==> src/rtl/bwe_pkg.sv <==
package bwe_pkg;

  localparam int unsigned DQ_W   = 32;
  localparam int unsigned LANE_W = 8;
  localparam int unsigned LANES  = DQ_W / LANE_W;

  typedef enum logic [2:0] {
    OP_NOP  = 3'd0,
    OP_ACT  = 3'd1,
    OP_WR   = 3'd2,
    OP_BW   = 3'd3,
    OP_BWAP = 3'd4,
    OP_LOAD = 3'd5,
    OP_PRE  = 3'd6,
    OP_RD   = 3'd7
  } op_e;

  // Bits allowed to change: plane mask bits in lanes that are not masked off.
  function automatic logic [DQ_W-1:0] bit_enable(input logic [DQ_W-1:0]  plane,
                                                 input logic [LANES-1:0] lane_off);
    logic [DQ_W-1:0] en;
    for (int i = 0; i < LANES; i++) begin
      en[i*LANE_W +: LANE_W] = lane_off[i] ? '0 : plane[i*LANE_W +: LANE_W];
    end
    return en;
  endfunction

  function automatic logic [DQ_W-1:0] merge_word(input logic [DQ_W-1:0] old_w,
                                                 input logic [DQ_W-1:0] new_w,
                                                 input logic [DQ_W-1:0] en);
    return (old_w & ~en) | (new_w & en);
  endfunction

endpackage

==> src/rtl/bwe_guard.sv <==
module bwe_guard
  import bwe_pkg::*;
#(
  parameter int unsigned RSC_CYC = 2,
  parameter int unsigned BWC_CYC = 2,
  parameter int unsigned BPL_CYC = 3
) (
  input  logic clk,
  input  logic rst_n,
  input  op_e  op,
  input  logic ld_fire,
  input  logic bw_any_fire,
  input  logic bw_plain_fire,
  output logic viol,
  output logic err_q
);

  localparam int unsigned MAX_AB = (RSC_CYC > BWC_CYC) ? RSC_CYC : BWC_CYC;
  localparam int unsigned MAXC   = (MAX_AB > BPL_CYC) ? MAX_AB : BPL_CYC;
  localparam int unsigned CNT_W  = $clog2(MAXC + 1);

  logic [CNT_W-1:0] rsc_cnt, bwc_cnt, bpl_cnt;
  logic             heavy;

  assign heavy = (op == OP_WR) || (op == OP_BW) || (op == OP_BWAP) || (op == OP_LOAD);
  assign viol  = (op != OP_NOP) &&
                 ((rsc_cnt != '0) ||
                  (heavy && (bwc_cnt != '0)) ||
                  ((op == OP_PRE) && (bpl_cnt != '0)));

  always_ff @(posedge clk) begin
    if (!rst_n) begin
      rsc_cnt <= '0;
      bwc_cnt <= '0;
      bpl_cnt <= '0;
      err_q   <= 1'b0;
    end else begin
      err_q <= viol;
      if (ld_fire)              rsc_cnt <= CNT_W'(RSC_CYC - 1);
      else if (rsc_cnt != '0)   rsc_cnt <= rsc_cnt - 1'b1;
      if (bw_any_fire)          bwc_cnt <= CNT_W'(BWC_CYC - 1);
      else if (bwc_cnt != '0)   bwc_cnt <= bwc_cnt - 1'b1;
      if (bw_plain_fire)        bpl_cnt <= CNT_W'(BPL_CYC - 1);
      else if (bpl_cnt != '0)   bpl_cnt <= bpl_cnt - 1'b1;
    end
  end

endmodule

==> src/rtl/bwe_regs.sv <==
module bwe_regs
  import bwe_pkg::*;
(
  input  logic            clk,
  input  logic            rst_n,
  input  logic            ld_fire,
  input  logic            sel_mask,
  input  logic [DQ_W-1:0] din,
  output logic [DQ_W-1:0] color_q,
  output logic [DQ_W-1:0] plane_q
);

  always_ff @(posedge clk) begin
    if (!rst_n) begin
      color_q <= '0;
      plane_q <= '1;
    end else if (ld_fire) begin
      if (sel_mask) plane_q <= din;
      else          color_q <= din;
    end
  end

endmodule

==> src/rtl/bwe_array.sv <==
module bwe_array
  import bwe_pkg::*;
#(
  parameter int unsigned COL_W    = 5,
  parameter int unsigned BLK_COLS = 8
) (
  input  logic             clk,
  input  logic             rst_n,
  input  logic             wr_fire,
  input  logic             bw_fire,
  input  logic             rd_fire,
  input  logic [COL_W-1:0] col,
  input  logic [DQ_W-1:0]  dq,
  input  logic [LANES-1:0] dqm,
  input  logic [DQ_W-1:0]  color,
  input  logic [DQ_W-1:0]  plane,
  output logic [DQ_W-1:0]  rd_data,
  output logic             rd_valid
);

  localparam int unsigned DEPTH = 1 << COL_W;
  localparam int unsigned BLK_W = $clog2(BLK_COLS);
  localparam int unsigned GRP_W = COL_W - BLK_W;

  logic [DEPTH-1:0][DQ_W-1:0] words;
  logic [DQ_W-1:0]            en;
  logic [GRP_W-1:0]           grp;

  assign en  = bit_enable(plane, dqm);
  assign grp = col[COL_W-1:BLK_W];

  for (genvar c = 0; c < DEPTH; c++) begin : g_col
    localparam int unsigned             KIDX = c % BLK_COLS;
    localparam logic [GRP_W-1:0]        GIDX = GRP_W'(c / BLK_COLS);
    logic            hit_wr, hit_bw;
    logic [DQ_W-1:0] word_q;

    assign hit_wr = wr_fire && (col == COL_W'(c));
    assign hit_bw = bw_fire && (grp == GIDX) && dq[KIDX];

    always_ff @(posedge clk) begin
      if (!rst_n)      word_q <= '0;
      else if (hit_bw) word_q <= merge_word(word_q, color, en);
      else if (hit_wr) word_q <= merge_word(word_q, dq, en);
    end

    assign words[c] = word_q;
  end

  always_ff @(posedge clk) begin
    if (!rst_n) begin
      rd_data  <= '0;
      rd_valid <= 1'b0;
    end else begin
      rd_valid <= rd_fire;
      if (rd_fire) rd_data <= words[col];
    end
  end

endmodule

==> src/rtl/bwe_engine.sv <==
module bwe_engine
  import bwe_pkg::*;
#(
  parameter int unsigned COL_W    = 5,
  parameter int unsigned BLK_COLS = 8,
  parameter int unsigned RSC_CYC  = 2,
  parameter int unsigned BWC_CYC  = 2,
  parameter int unsigned BPL_CYC  = 3
) (
  input  logic             clk,
  input  logic             rst_n,
  input  logic [2:0]       cmd,
  input  logic [COL_W-1:0] col_addr,
  input  logic [31:0]      dq_in,
  input  logic [3:0]       dqm,
  output logic [31:0]      rd_data,
  output logic             rd_valid,
  output logic             row_open,
  output logic             timing_err
);

  op_e             op;
  logic            viol, ok;
  logic            ld_fire, wr_fire, bw_fire, bw_plain_fire, bwap_fire, rd_fire;
  logic            row_q;
  logic [DQ_W-1:0] color_q, plane_q;

  assign op            = op_e'(cmd);
  assign ok            = !viol;
  assign ld_fire       = ok && (op == OP_LOAD);
  assign wr_fire       = ok && row_q && (op == OP_WR);
  assign bw_plain_fire = ok && row_q && (op == OP_BW);
  assign bwap_fire     = ok && row_q && (op == OP_BWAP);
  assign bw_fire       = bw_plain_fire || bwap_fire;
  assign rd_fire       = ok && row_q && (op == OP_RD);

  always_ff @(posedge clk) begin
    if (!rst_n)                      row_q <= 1'b0;
    else if (ok && (op == OP_ACT))   row_q <= 1'b1;
    else if (ok && (op == OP_PRE))   row_q <= 1'b0;
    else if (bwap_fire)              row_q <= 1'b0;
  end

  bwe_guard #(
    .RSC_CYC(RSC_CYC), .BWC_CYC(BWC_CYC), .BPL_CYC(BPL_CYC)
  ) guard_i (
    .clk(clk), .rst_n(rst_n), .op(op),
    .ld_fire(ld_fire), .bw_any_fire(bw_fire), .bw_plain_fire(bw_plain_fire),
    .viol(viol), .err_q(timing_err)
  );

  bwe_regs regs_i (
    .clk(clk), .rst_n(rst_n), .ld_fire(ld_fire), .sel_mask(col_addr[0]),
    .din(dq_in), .color_q(color_q), .plane_q(plane_q)
  );

  bwe_array #(
    .COL_W(COL_W), .BLK_COLS(BLK_COLS)
  ) array_i (
    .clk(clk), .rst_n(rst_n), .wr_fire(wr_fire), .bw_fire(bw_fire), .rd_fire(rd_fire),
    .col(col_addr), .dq(dq_in), .dqm(dqm), .color(color_q), .plane(plane_q),
    .rd_data(rd_data), .rd_valid(rd_valid)
  );

  assign row_open = row_q;

endmodule

==> config.mk <==
export PLATFORM = sky130hd
export DESIGN_NAME = bwe_engine
export DESIGN_NICKNAME = d
export VERILOG_FILES = /design/src/rtl/bwe_pkg.sv /design/src/rtl/bwe_guard.sv /design/src/rtl/bwe_regs.sv /design/src/rtl/bwe_array.sv /design/src/rtl/bwe_engine.sv
export SDC_FILE = /design/constraint.sdc
export NUM_CORES = 2
export LEC_CHECK = 0
export BUFFER_PORTS_ARGS = -buffer_cell sky130_fd_sc_hd__buf_2
export CAP_MARGIN = 10
export CORE_ASPECT_RATIO = 1.25
export CORE_MARGIN = 2
export CORE_UTILIZATION = 45
export DETAILED_ROUTE_END_ITERATION = 7
export GPL_TIMING_DRIVEN = 1
export PLACE_DENSITY = 0.6
export SLEW_MARGIN = 20
export SYNTH_ARGS = -nofsm -noshare
export SYNTH_HDL_FRONTEND = slang
export SYNTH_SLANG_ARGS = --single-unit
==> constraint.sdc <==
create_clock -name clk -period 2.29 [get_ports clk]
set_input_delay 0.1145 -clock clk [delete_from_list [all_inputs] [get_ports clk]]
set_output_delay 0.1145 -clock clk [all_outputs]
set_load 0.01 [all_outputs]
==> impl_metrics.tcl <==
set metrics [dict create \
    grt_max_degree 137 \
    drc 0 \
    reg2reg_slack_ns 0.08 \
    min_period_over_period 0.9663 \
    r2r-start "guard_i.bwc_cnt[1]$_SDFFE_PP0P_" \
    yosys-mux-area-fraction 0.1125 \
    ant_nets 0 \
    min_path_type "primary input to register" \
    drtPass1Iterations 8 \
    synth_cells 6650 \
    grt-ovfl-total 0 \
    wl_per_cell_um 30.66 \
    max_cap_viol_count 0 \
    max_freq_ghz 0.4519 \
    worstMarginPinSlew_ns 0.9024 \
    rsz0062_at_grt "false" \
    syn-num-nets 6698 \
    cts_tree "built" \
    syn_area_mm2 0.05726 \
    synth_cell_type_count 64 \
    outcome "finished clean" \
    relSlewSlack 0.3962 \
    hold_ws_ns 0.07665 \
    min_path_cells 4 \
    numPortBuffers 80 \
    numCtsBuffers 119 \
    initial_core_util 0.4530 \
    grt_use_total 0.3815 \
    power_w 0.04490 \
    hpwl_mm 159.6 \
    crit_type "register to register" \
    path_max_fanout 13 \
    crit_path_end_kind "register" \
    nFillCells 11640 \
    multi_input_area_mm2 0.03155 \
    min_period_ns 2.213 \
    via_count 59014 \
    hold_end "array_i.rd_data[18]$_SDFFE_PN0P_" \
    setup_tns_ns 0 \
    yosys.area_share.adder 0.0004370 \
    clock_latency_ns 0.77 \
    ys_seq_area_frac 0.3947 \
    ir_drop_v 0.0006169 \
    drt_iter0_drc 8580 \
    final_max_slew_viol_count 0 \
    synth_xor_area_frac 0.0003059 \
    final_layout_size_suffix_gt1_frac 0.1677 \
    ys_dominant_reg_cell "dfxtp_1" \
    cts_sinks 1129 \
    synth_top_family_by_area "compound AO/OA/AOI/OAI gates" \
    required_ns 2.92 \
    final-hold-violation-count 0 \
    fp.coreArea_mm2 0.1264 \
    die_x_um 323.1 \
    regToRegEndpoint "array_i.g_col[20].word_q[6]$_SDFFE_PN0P_" \
    synth_warnings 0 \
    synth-simple-area-share 0.1511 \
    die_h_um 402.8 \
    async_flop_share 0 \
    rows 146 \
    yosys-top-cells-area "dfxtp_1, mux4_2, a21oi_1" \
    regArea_mm2 0.02260 \
    setup_violations 0 \
    cp-start-kind "register" \
    synth_seq_cells 1129 \
    min-delay-start "col_addr[2]" \
    routabilityCongestion 0.9432 \
    clk_pin_slew_worst_paths_ns 0.07 \
    finClkSkew_ns 0.02147 \
    synth_area_leader_cell "dfxtp_1" \
    cts_max_level 3 \
    routed_wl_mm 257.5 \
    ios 81 \
    synthDominantCellAreaShare 0.3947 \
    syn2layout_area_growth_pct 17.57 \
    viasPerCell 7.027 \
    r2r.worst_path.cells 8 \
    grt_pass1_wl_mm 372.9 \
    pwr_density_cell_mw_per_mm2 666.8 \
    synth_compound_area_frac 0.2793 \
    final_nets 6638 \
    clockBufferDepth 3 \
    antenna_found_initial 17 \
    cts-root-buf "clkbuf_16" \
    critPathArrivalTime_ns 2.84 \
    die_area_mm2 0.1301 \
    synth_edf_count 0 \
    synth_area_per_cell_um2 8.611 \
    p_leak_nw 22.13 \
    first_global_vias 55629 \
]
[cells in the mapped netlist (8+ instances only)]
cell type and number:
mux4_2 254, inv_1 9, buf_4 26, a31oi_1 10, a21oi_1 1058, o22ai_1 328
clkbuf_1 540, buf_1 9, nand2b_1 107, dfxtp_1 1129, mux2i_1 72, nor2_1 218
o2111ai_1 26, and2_1 126, buf_2 229, nor4_1 8, nand2_1 497, o211ai_1 8
o21ai_0 322, nor3_1 637, a211oi_1 434, nor2b_1 87, nand3_1 66, a32o_1 24
o221ai_1 97, o32ai_1 222, buf_6 8
[report_power, final]
part           switching (W)  leakage, nW  internal [W]  total, W
Sequential          0.000191         9.09        0.0198    0.0200
Combinational        0.00332         11.1       0.00162   0.00494
Clock                0.00876         1.94        0.0112    0.0200
[how the worst max path moves through the flow]
stage                                    startpoint                                   endpoint  slack [ns]  depth (start not counted)
floorplan           guard_i.bwc_cnt[0]$_SDFFE_PN0P_  array_i.g_col[27].word_q[10]$_SDFFE_PN0P_        0.17                          9
global placement    guard_i.bwc_cnt[1]$_SDFFE_PP0P_   array_i.g_col[17].word_q[7]$_SDFFE_PN0P_       -0.05                          8
detailed placement  guard_i.bwc_cnt[0]$_SDFFE_PN0P_   array_i.g_col[14].word_q[9]$_SDFFE_PN0P_       -0.11                          9
CTS                 guard_i.bwc_cnt[0]$_SDFFE_PN0P_   array_i.g_col[23].word_q[6]$_SDFFE_PN0P_       -0.03                          7
global route        guard_i.bwc_cnt[1]$_SDFFE_PP0P_    array_i.g_col[9].word_q[7]$_SDFFE_PN0P_       0.009                          9
finish              guard_i.bwc_cnt[1]$_SDFFE_PP0P_   array_i.g_col[20].word_q[6]$_SDFFE_PN0P_        0.08                          8
[critical path, stage by stage, from the launching register on]
cell,delay (ns)
dfxtp_1,0.32
inv_2,0.07
ha_4,0.18
and3_4,0.26
buf_4,0.15
o211ai_4,0.18
buf_12,0.25
o22ai_1,0.50
a211oi_1,0.16
[sequential cells by signal, indices dropped and copies added, names as in the netlist]
signal,flops
guard_i.err_q,1
array_i.rd_valid,1
guard_i.bwc_cnt,2
array_i.rd_data,32
array_i.g_col.word_q,1024
row_open,1
regs_i.plane_q,32
guard_i.rsc_cnt,2
guard_i.bpl_cnt,2
regs_i.color_q,32
[through the flow]
| step | util | instances | instance area [um^2] | setup slack [ns] |
|---|---|---|---|---|
| 3_5_place_dp | 0.4949 | 8114 | 62560 | -0.1051 |
| 3_3_place_gp | 0.4949 | 8114 | 62560 | -0.04723 |
| 5_1_grt | 0.5325 | 8395 | 67320 | 0.008814 |
| 2_1_floorplan | - | 6650 | 57260 | 0.1736 |
| 4_1_cts | 0.5298 | 8376 | 66970 | -0.02574 |
| 6_report | 0.5326 | 8398 | 67320 | 0.07716 |
[cell families after synthesis]
logic type	count (synthesis)
AO/OA/AOI/OAI	2572
AND/OR/NAND/NOR	1796
flip-flops	1129
buffers and inverters	823
multiplexers	326
XOR/XNOR	2
adder cells (fa/ha/maj)	2
[cells in the final DEF (no fill, tap or decap), types with 7 or more instances in the layout]
| cell | Yosys | routed |
|---|---|---|
| mux4_2 | 254 | 254 |
| nor3_1 | 637 | 636 |
| and2_1 | 126 | 125 |
| buf_12 | 0 | 176 |
| a21oi_1 | 1058 | 1057 |
| o21bai_1 | 7 | 7 |
| clkinv_2 | 0 | 23 |
| nand2_1 | 497 | 486 |
| dfxtp_1 | 1129 | 1129 |
| o211ai_1 | 8 | 8 |
| or2_2 | 7 | 7 |
| nor4_1 | 8 | 7 |
| clkbuf_16 | 0 | 125 |
| o2111ai_1 | 26 | 25 |
| o32ai_1 | 222 | 222 |
| o22ai_1 | 328 | 326 |
| nand3_1 | 66 | 57 |
| buf_2 | 229 | 76 |
| dlygate4sd3_1 | 0 | 39 |
| a32o_1 | 24 | 24 |
| nor2_1 | 218 | 212 |
| diode_2 | 0 | 10 |
| o21ai_0 | 322 | 321 |
| a22o_1 | 7 | 7 |
| clkbuf_8 | 0 | 29 |
| a31oi_1 | 10 | 9 |
| mux2i_1 | 72 | 72 |
| a211oi_1 | 434 | 430 |
| nand2_2 | 4 | 7 |
| buf_4 | 26 | 323 |
| nor2b_1 | 87 | 86 |
| nand2b_1 | 107 | 107 |
| o221ai_1 | 97 | 97 |
| clkbuf_1 | 540 | 26 |
| nand4_1 | 7 | 7 |
[layer usage]
| metal | share of wire | global-route usage | vias to the layer above |
|---|---|---|---|
| met5 | 0 | 0 | - |
| met4 | 0.077 | 0.2537 | 0 |
| li1 | - | - | 25244 |
| met2 | 0.44 | 0.5808 | 4302 |
| met1 | 0.37 | 0.4889 | 28305 |
| met3 | 0.12 | 0.07683 | 1163 |
[layout make-up]
type / instances / area share
Clock buffer: 175 / 0.05198
Antenna cell: 10 / 0.0003717
Multi-Input combinational cell: 4699 / 0.4686
Clock inverter: 42 / 0.006542
Tap cell: 1702 / 0.03163
Sequential cell: 1129 / 0.3357
Timing Repair Buffer: 630 / 0.1044
Inverter: 11 / 0.0007620
[what timing repair did]
| action | 4_1_cts | 5_1_grt |
|---|---|---|
| setup endpoints to repair | 267 | 595 |
| gates resized for setup | 4 | 31 |
| cloned | 0 | 6 |
| pin swaps | 4 | 11 |
| endpoints found under the hold margin | 238 | 0 |
| hold buffers | 39 | 0 |
| setup buffers | 6 | 8 |
Power figures use the tool's default switching activity.
